File: src/rtl/cmp_irq_pkg.sv
package cmp_irq_pkg;
  localparam int IRQEN_BIT = 0;
  localparam int CAPEN_BIT = 1;
  localparam int MODE_LSB  = 4;
  localparam int MODE_W    = 2;
  localparam int FLAG_BIT  = 7;
  localparam int REG_MIN_W = FLAG_BIT + 1;

  typedef enum logic [MODE_W-1:0] {
    MODE_ANY  = 2'b00,
    MODE_NONE = 2'b01,
    MODE_FALL = 2'b10,
    MODE_RISE = 2'b11
  } evtMode_e;

  typedef struct packed {
    logic setFlag;
    logic clrFlag;
    logic wrCtrl;
  } strobe_t;
endpackage

File: src/rtl/cmp_irq_ctrl.sv
module cmp_irq_ctrl
  import cmp_irq_pkg::*;
(
  input  logic     clk,
  input  logic     rstN,
  input  logic     cmpIn,
  input  evtMode_e mode,
  input  logic     regWrEn,
  input  logic     wrFlagOne,
  input  logic     vecAck,
  output strobe_t  strobes
);
  logic prevSample;
  logic primed;
  logic riseSeen;
  logic fallSeen;
  logic evtHit;

  always_ff @(posedge clk) begin
    if (!rstN) begin
      prevSample <= 1'b0;
      primed     <= 1'b0;
    end else begin
      prevSample <= cmpIn;
      primed     <= 1'b1;
    end
  end

  always_comb begin
    riseSeen = primed && cmpIn && !prevSample;
    fallSeen = primed && !cmpIn && prevSample;
    unique case (mode)
      MODE_ANY:  evtHit = riseSeen || fallSeen;
      MODE_FALL: evtHit = fallSeen;
      MODE_RISE: evtHit = riseSeen;
      default:   evtHit = 1'b0;
    endcase
    strobes.setFlag = evtHit;
    strobes.clrFlag = vecAck || (regWrEn && wrFlagOne);
    strobes.wrCtrl  = regWrEn;
  end
endmodule

File: src/rtl/cmp_irq_regs.sv
module cmp_irq_regs
  import cmp_irq_pkg::*;
#(
  parameter int REG_W = 8
) (
  input  logic             clk,
  input  logic             rstN,
  input  strobe_t          strobes,
  input  logic [REG_W-1:0] regWrData,
  input  logic             cmpIn,
  input  logic             globalIntEn,
  output evtMode_e         mode,
  output logic [REG_W-1:0] regRdData,
  output logic             irqReq,
  output logic             capTrig
);
  logic irqEn;
  logic capEn;
  logic flag;

  always_ff @(posedge clk) begin
    if (!rstN) begin
      irqEn <= 1'b0;
      capEn <= 1'b0;
      mode  <= MODE_ANY;
    end else if (strobes.wrCtrl) begin
      irqEn <= regWrData[IRQEN_BIT];
      capEn <= regWrData[CAPEN_BIT];
      mode  <= evtMode_e'(regWrData[MODE_LSB +: MODE_W]);
    end
  end

  always_ff @(posedge clk) begin
    if (!rstN)                flag <= 1'b0;
    else if (strobes.setFlag) flag <= 1'b1;
    else if (strobes.clrFlag) flag <= 1'b0;
  end

  always_comb begin
    regRdData                        = '0;
    regRdData[IRQEN_BIT]             = irqEn;
    regRdData[CAPEN_BIT]             = capEn;
    regRdData[MODE_LSB +: MODE_W]    = mode;
    regRdData[FLAG_BIT]              = flag;
  end

  assign irqReq  = flag && irqEn && globalIntEn;
  assign capTrig = capEn && cmpIn;
endmodule

File: src/rtl/cmp_evt_irq.sv
module cmp_evt_irq
  import cmp_irq_pkg::*;
#(
  parameter int REG_W = 8
) (
  input  logic             clk,
  input  logic             rstN,
  input  logic             cmpIn,
  input  logic             regWrEn,
  input  logic [REG_W-1:0] regWrData,
  output logic [REG_W-1:0] regRdData,
  input  logic             globalIntEn,
  input  logic             vecAck,
  output logic             irqReq,
  output logic             capTrig
);
  strobe_t  strobes;
  evtMode_e mode;

  cmp_irq_ctrl u_ctrl (
    .clk       (clk),
    .rstN      (rstN),
    .cmpIn     (cmpIn),
    .mode      (mode),
    .regWrEn   (regWrEn),
    .wrFlagOne (regWrData[FLAG_BIT]),
    .vecAck    (vecAck),
    .strobes   (strobes)
  );

  cmp_irq_regs #(.REG_W(REG_W)) u_regs (
    .clk         (clk),
    .rstN        (rstN),
    .strobes     (strobes),
    .regWrData   (regWrData),
    .cmpIn       (cmpIn),
    .globalIntEn (globalIntEn),
    .mode        (mode),
    .regRdData   (regRdData),
    .irqReq      (irqReq),
    .capTrig     (capTrig)
  );
endmodule

File: config.mk
export PLATFORM = sky130hd
export DESIGN_NAME = cmp_evt_irq
export DESIGN_NICKNAME = d
export VERILOG_FILES = /design/src/rtl/cmp_irq_pkg.sv /design/src/rtl/cmp_irq_ctrl.sv /design/src/rtl/cmp_irq_regs.sv /design/src/rtl/cmp_evt_irq.sv
export SDC_FILE = /design/constraint.sdc
export NUM_CORES = 1
export LEC_CHECK = 0
export BUFFER_PORTS_ARGS = -buffer_cell sky130_fd_sc_hd__buf_4
export CAP_MARGIN = 20
export CORE_AREA = 2 2 39 41
export DETAILED_ROUTE_END_ITERATION = 16
export DIE_AREA = 0 0 41 43
export HOLD_SLACK_MARGIN = 0.02
export RECOVER_POWER = 50
export SKIP_CTS_REPAIR_TIMING = 1
export SYNTH_ARGS = -nofsm -noshare
export SYNTH_HDL_FRONTEND = slang
export SYNTH_SLANG_ARGS = --single-unit
File: constraint.sdc
create_clock -name clk -period 0.9 [get_ports clk]
set_input_delay 0.09 -clock clk [delete_from_list [all_inputs] [get_ports clk]]
set_output_delay 0.09 -clock clk [all_outputs]
set_load 0.01 [all_outputs]
==> metrics.md <==
| Metric | Value |
|---|---|
| Status | complete, but fails checks |
| Violated checks | negative setup slack |
| Diodes inserted | 0 |
| Clk_skew | 0.00303 ns |
| Die height | 43 um |
| Core Area | 0.00138 mm2 |
| Avg WL per Cell | 9.25 um |
| Final Cycle Share | 104% |
| Clock power frac | 36.5% |
| Max clock buf depth | 2 |
| CTS tree | done |
| Gr usage total | 8.15% |
| Port Buf Inserts | 17 |
| Hold Fails Final Rpt | 0 |
| Largest net degree at the start of global routing | 8 |
| Sw Share | 22.8% |
| Min-delay worst type | in2reg |
| Initial Utilization | 23.5% |
| Post-DR vias/cell | 3.99 |
| 1st-iter DRT viols | 0 |
| Synthesized area | 325 um2 |
| Final worst path period need | 0.936 ns |
| Seq pwr share | 45.6% |
| Via count | 271 |
| First-pass GRT wire length | 876 um |
| Final nets | 67 |
| Remaining DRCs | 0 |
| Remaining global-route overflow | 0 |
| Yosys warns | 0 |
| Fillers | 150 |
| WP data required | 0.81 ns |
| Synthesized instance count | 33 |
| Sequential-to-total area share from yosys stat | 43.1% |
| Setup TNS | -0.0430 ns |
| Num rows | 14 |
| H-tree depth | 1 |
| Crit Path Class | reg2out |
| Gate power share | 17.9% |
| Cell internal pwr | 584 uW |
| Crit Path Max Fanout | 3 |
| Unrepaired setup endpoints after global routing | yes |
| Worst EP arrival | 0.85 ns |
| Clock sinks | 7 |
| Final Util | 38.0% |
| CTS Root Cell | clkbuf_4 |
| CP Launch Type | flip-flop |
| Worst-Skew Late Latency | 0.25 ns |
| Clock-pin slew on the worst setup and hold paths | 0.05 ns |
| Mean post-synth cell area | 9.86 um2 |
| Initial antenna violation count | 0 |
| Die width | 41 um |
| I/O Pins | 24 |
| Share of cells above drive strength 1 | 59.6% |
| Max-slew violations | 0 |
| Cell variety after synth | 15 |
| Die area | 0.00176 mm2 |
| Max rail drop VDD | 730 uV |
| Fmax | 1.07 GHz |
| Crit path capture type | primary output |
| Pwr dens | 1440 mW/mm2 |
| Layout area overhead | 61.5% |
| First drt pass iteration count | 1 |
| Net Sw Power | 173 uW |
| GP Congestion | 0.605 |
| Routed WL | 629 um |
| Vias in the first global route | 244 |
| Routed Antenna Nets | 0 |
| Setup violators final | 2 |
| Yosys reg bits | 7 |
| Lkg Pwr | 0.000246 uW |
| Max Cap Viol | 0 |
| Worst setup margin | -0.0359 ns |
| TritonCTS buffer count | 3 |
-- routing by layer --
metal  up-vias  part of all wire [%]  GRT usage [%]
li1        135                     -              -
met1       121                    33           6.80
met2        15                    54           12.2
met3         0                    13           9.42
met4         0                     0           2.00
met5         -                     0              0
-- cells in the final DEF, fill, tap and decap left out --
| master | netlist | layout |
|---|---|---|
| buf_4 | 6 | 13 |
| buf_6 | 0 | 5 |
| mux2i_1 | 4 | 4 |
| nor2b_1 | 4 | 4 |
| dfxtp_2 | 0 | 4 |
| conb_1 | 1 | 3 |
| clkbuf_4 | 0 | 3 |
| clkbuf_1 | 0 | 2 |
| dfxtp_1 | 7 | 2 |
| and3_4 | 0 | 1 |
| and2_4 | 0 | 1 |
| and2_1 | 2 | 1 |
| nor4bb_1 | 1 | 1 |
| inv_2 | 0 | 1 |
| a211oi_1 | 1 | 1 |
| xor2_2 | 0 | 1 |
| nand2_1 | 1 | 1 |
| nor3_2 | 0 | 1 |
| o31a_1 | 1 | 1 |
| dlygate4sd3_1 | 0 | 1 |
| dfxtp_4 | 0 | 1 |
-- power by group through the flow --
| stage | logic [uW] | registers, uW | clock network [uW] |
|---|---|---|---|
| floorplan | 68.2 | 349 | 0 |
| global placement | 116 | 348 | 0 |
| detailed placement | 118 | 348 | 0 |
| CTS | 118 | 342 | 291 |
| global route | 147 | 346 | 314 |
| finish | 135 | 345 | 276 |
-- kinds of logic after synthesis --
group	count (synthesis)	share of synthesized area, %
AOI/OAI and AO/OA	2	5.00
xor gates and xnor gates	1	2.69
and+or+nand+nor	10	19.2
other	1	1.15
DFF	7	43.1
muxes	4	12.3
buffers and inverters	8	16.5
-- final cells by class --
| cell class | instances | area [um2] | area share (%) |
|---|---|---|---|
| clock buffers | 4 | 26.3 | 5.00 |
| inverters | 1 | 3.75 | 0.714 |
| multi-input cells | 20 | 159 | 30.2 |
| flip-flops and latches | 7 | 149 | 28.3 |
| well taps | 16 | 20.0 | 3.81 |
| repair buffers | 20 | 168 | 31.9 |
-- stage by stage --
step	worst slack [ns]	area [um2]	instances	hold WS, ns	power [uW]
after global routing	-0.0703	526	68	0.0918	807
after detailed placement	0.00287	440	62	0.248	466
after floorplan	0.0135	335	35	0.118	417
after CTS	-0.0554	467	66	-0.0129	751
final	-0.0359	526	68	0.0805	756
after global placement	0.00124	440	62	0.246	463
-- worst max-delay path: stages (launching register included) --
cell and delay (ns):
dfxtp_2 0.34, and3_4 0.17, buf_6 0.09
-- cell usage after synthesis --
| master | number | area (um2) |
|---|---|---|
| o31a_1 | 1 | 8.76 |
| nor3_1 | 1 | 5.00 |
| a211oi_1 | 1 | 7.51 |
| buf_2 | 1 | 5.00 |
| xor2_1 | 1 | 8.76 |
| mux2i_1 | 4 | 40.0 |
| nor4bb_1 | 1 | 10.0 |
| and2_1 | 2 | 12.5 |
| buf_4 | 6 | 45.0 |
| and3_1 | 1 | 6.26 |
| nand2_1 | 1 | 3.75 |
| inv_1 | 1 | 3.75 |
| nor2b_1 | 4 | 25.0 |
| dfxtp_1 | 7 | 140 |
| conb_1 | 1 | 3.75 |
-- state kept, by name, summed over array words and instances (netlist names) --
signal             flops
u_regs.irqEn           1
u_regs.capEn           1
u_regs.flag            1
u_ctrl.primed          1
u_regs.mode            2
u_ctrl.prevSample      1
-- final timing paths --
kind,from,endpoint,slack (ns),cells after the start
setup / recovery,u_regs.irqEn,irqReq,-0.04,2
hold / removal,cmpIn,u_ctrl.prevSample,0.08,2
setup reg to reg,u_regs.flag,u_regs.flag,-0.01,4
hold reg to reg,u_regs.capEn,u_regs.capEn,0.53,2
Note: power is estimated with default switching activity, not from simulation.
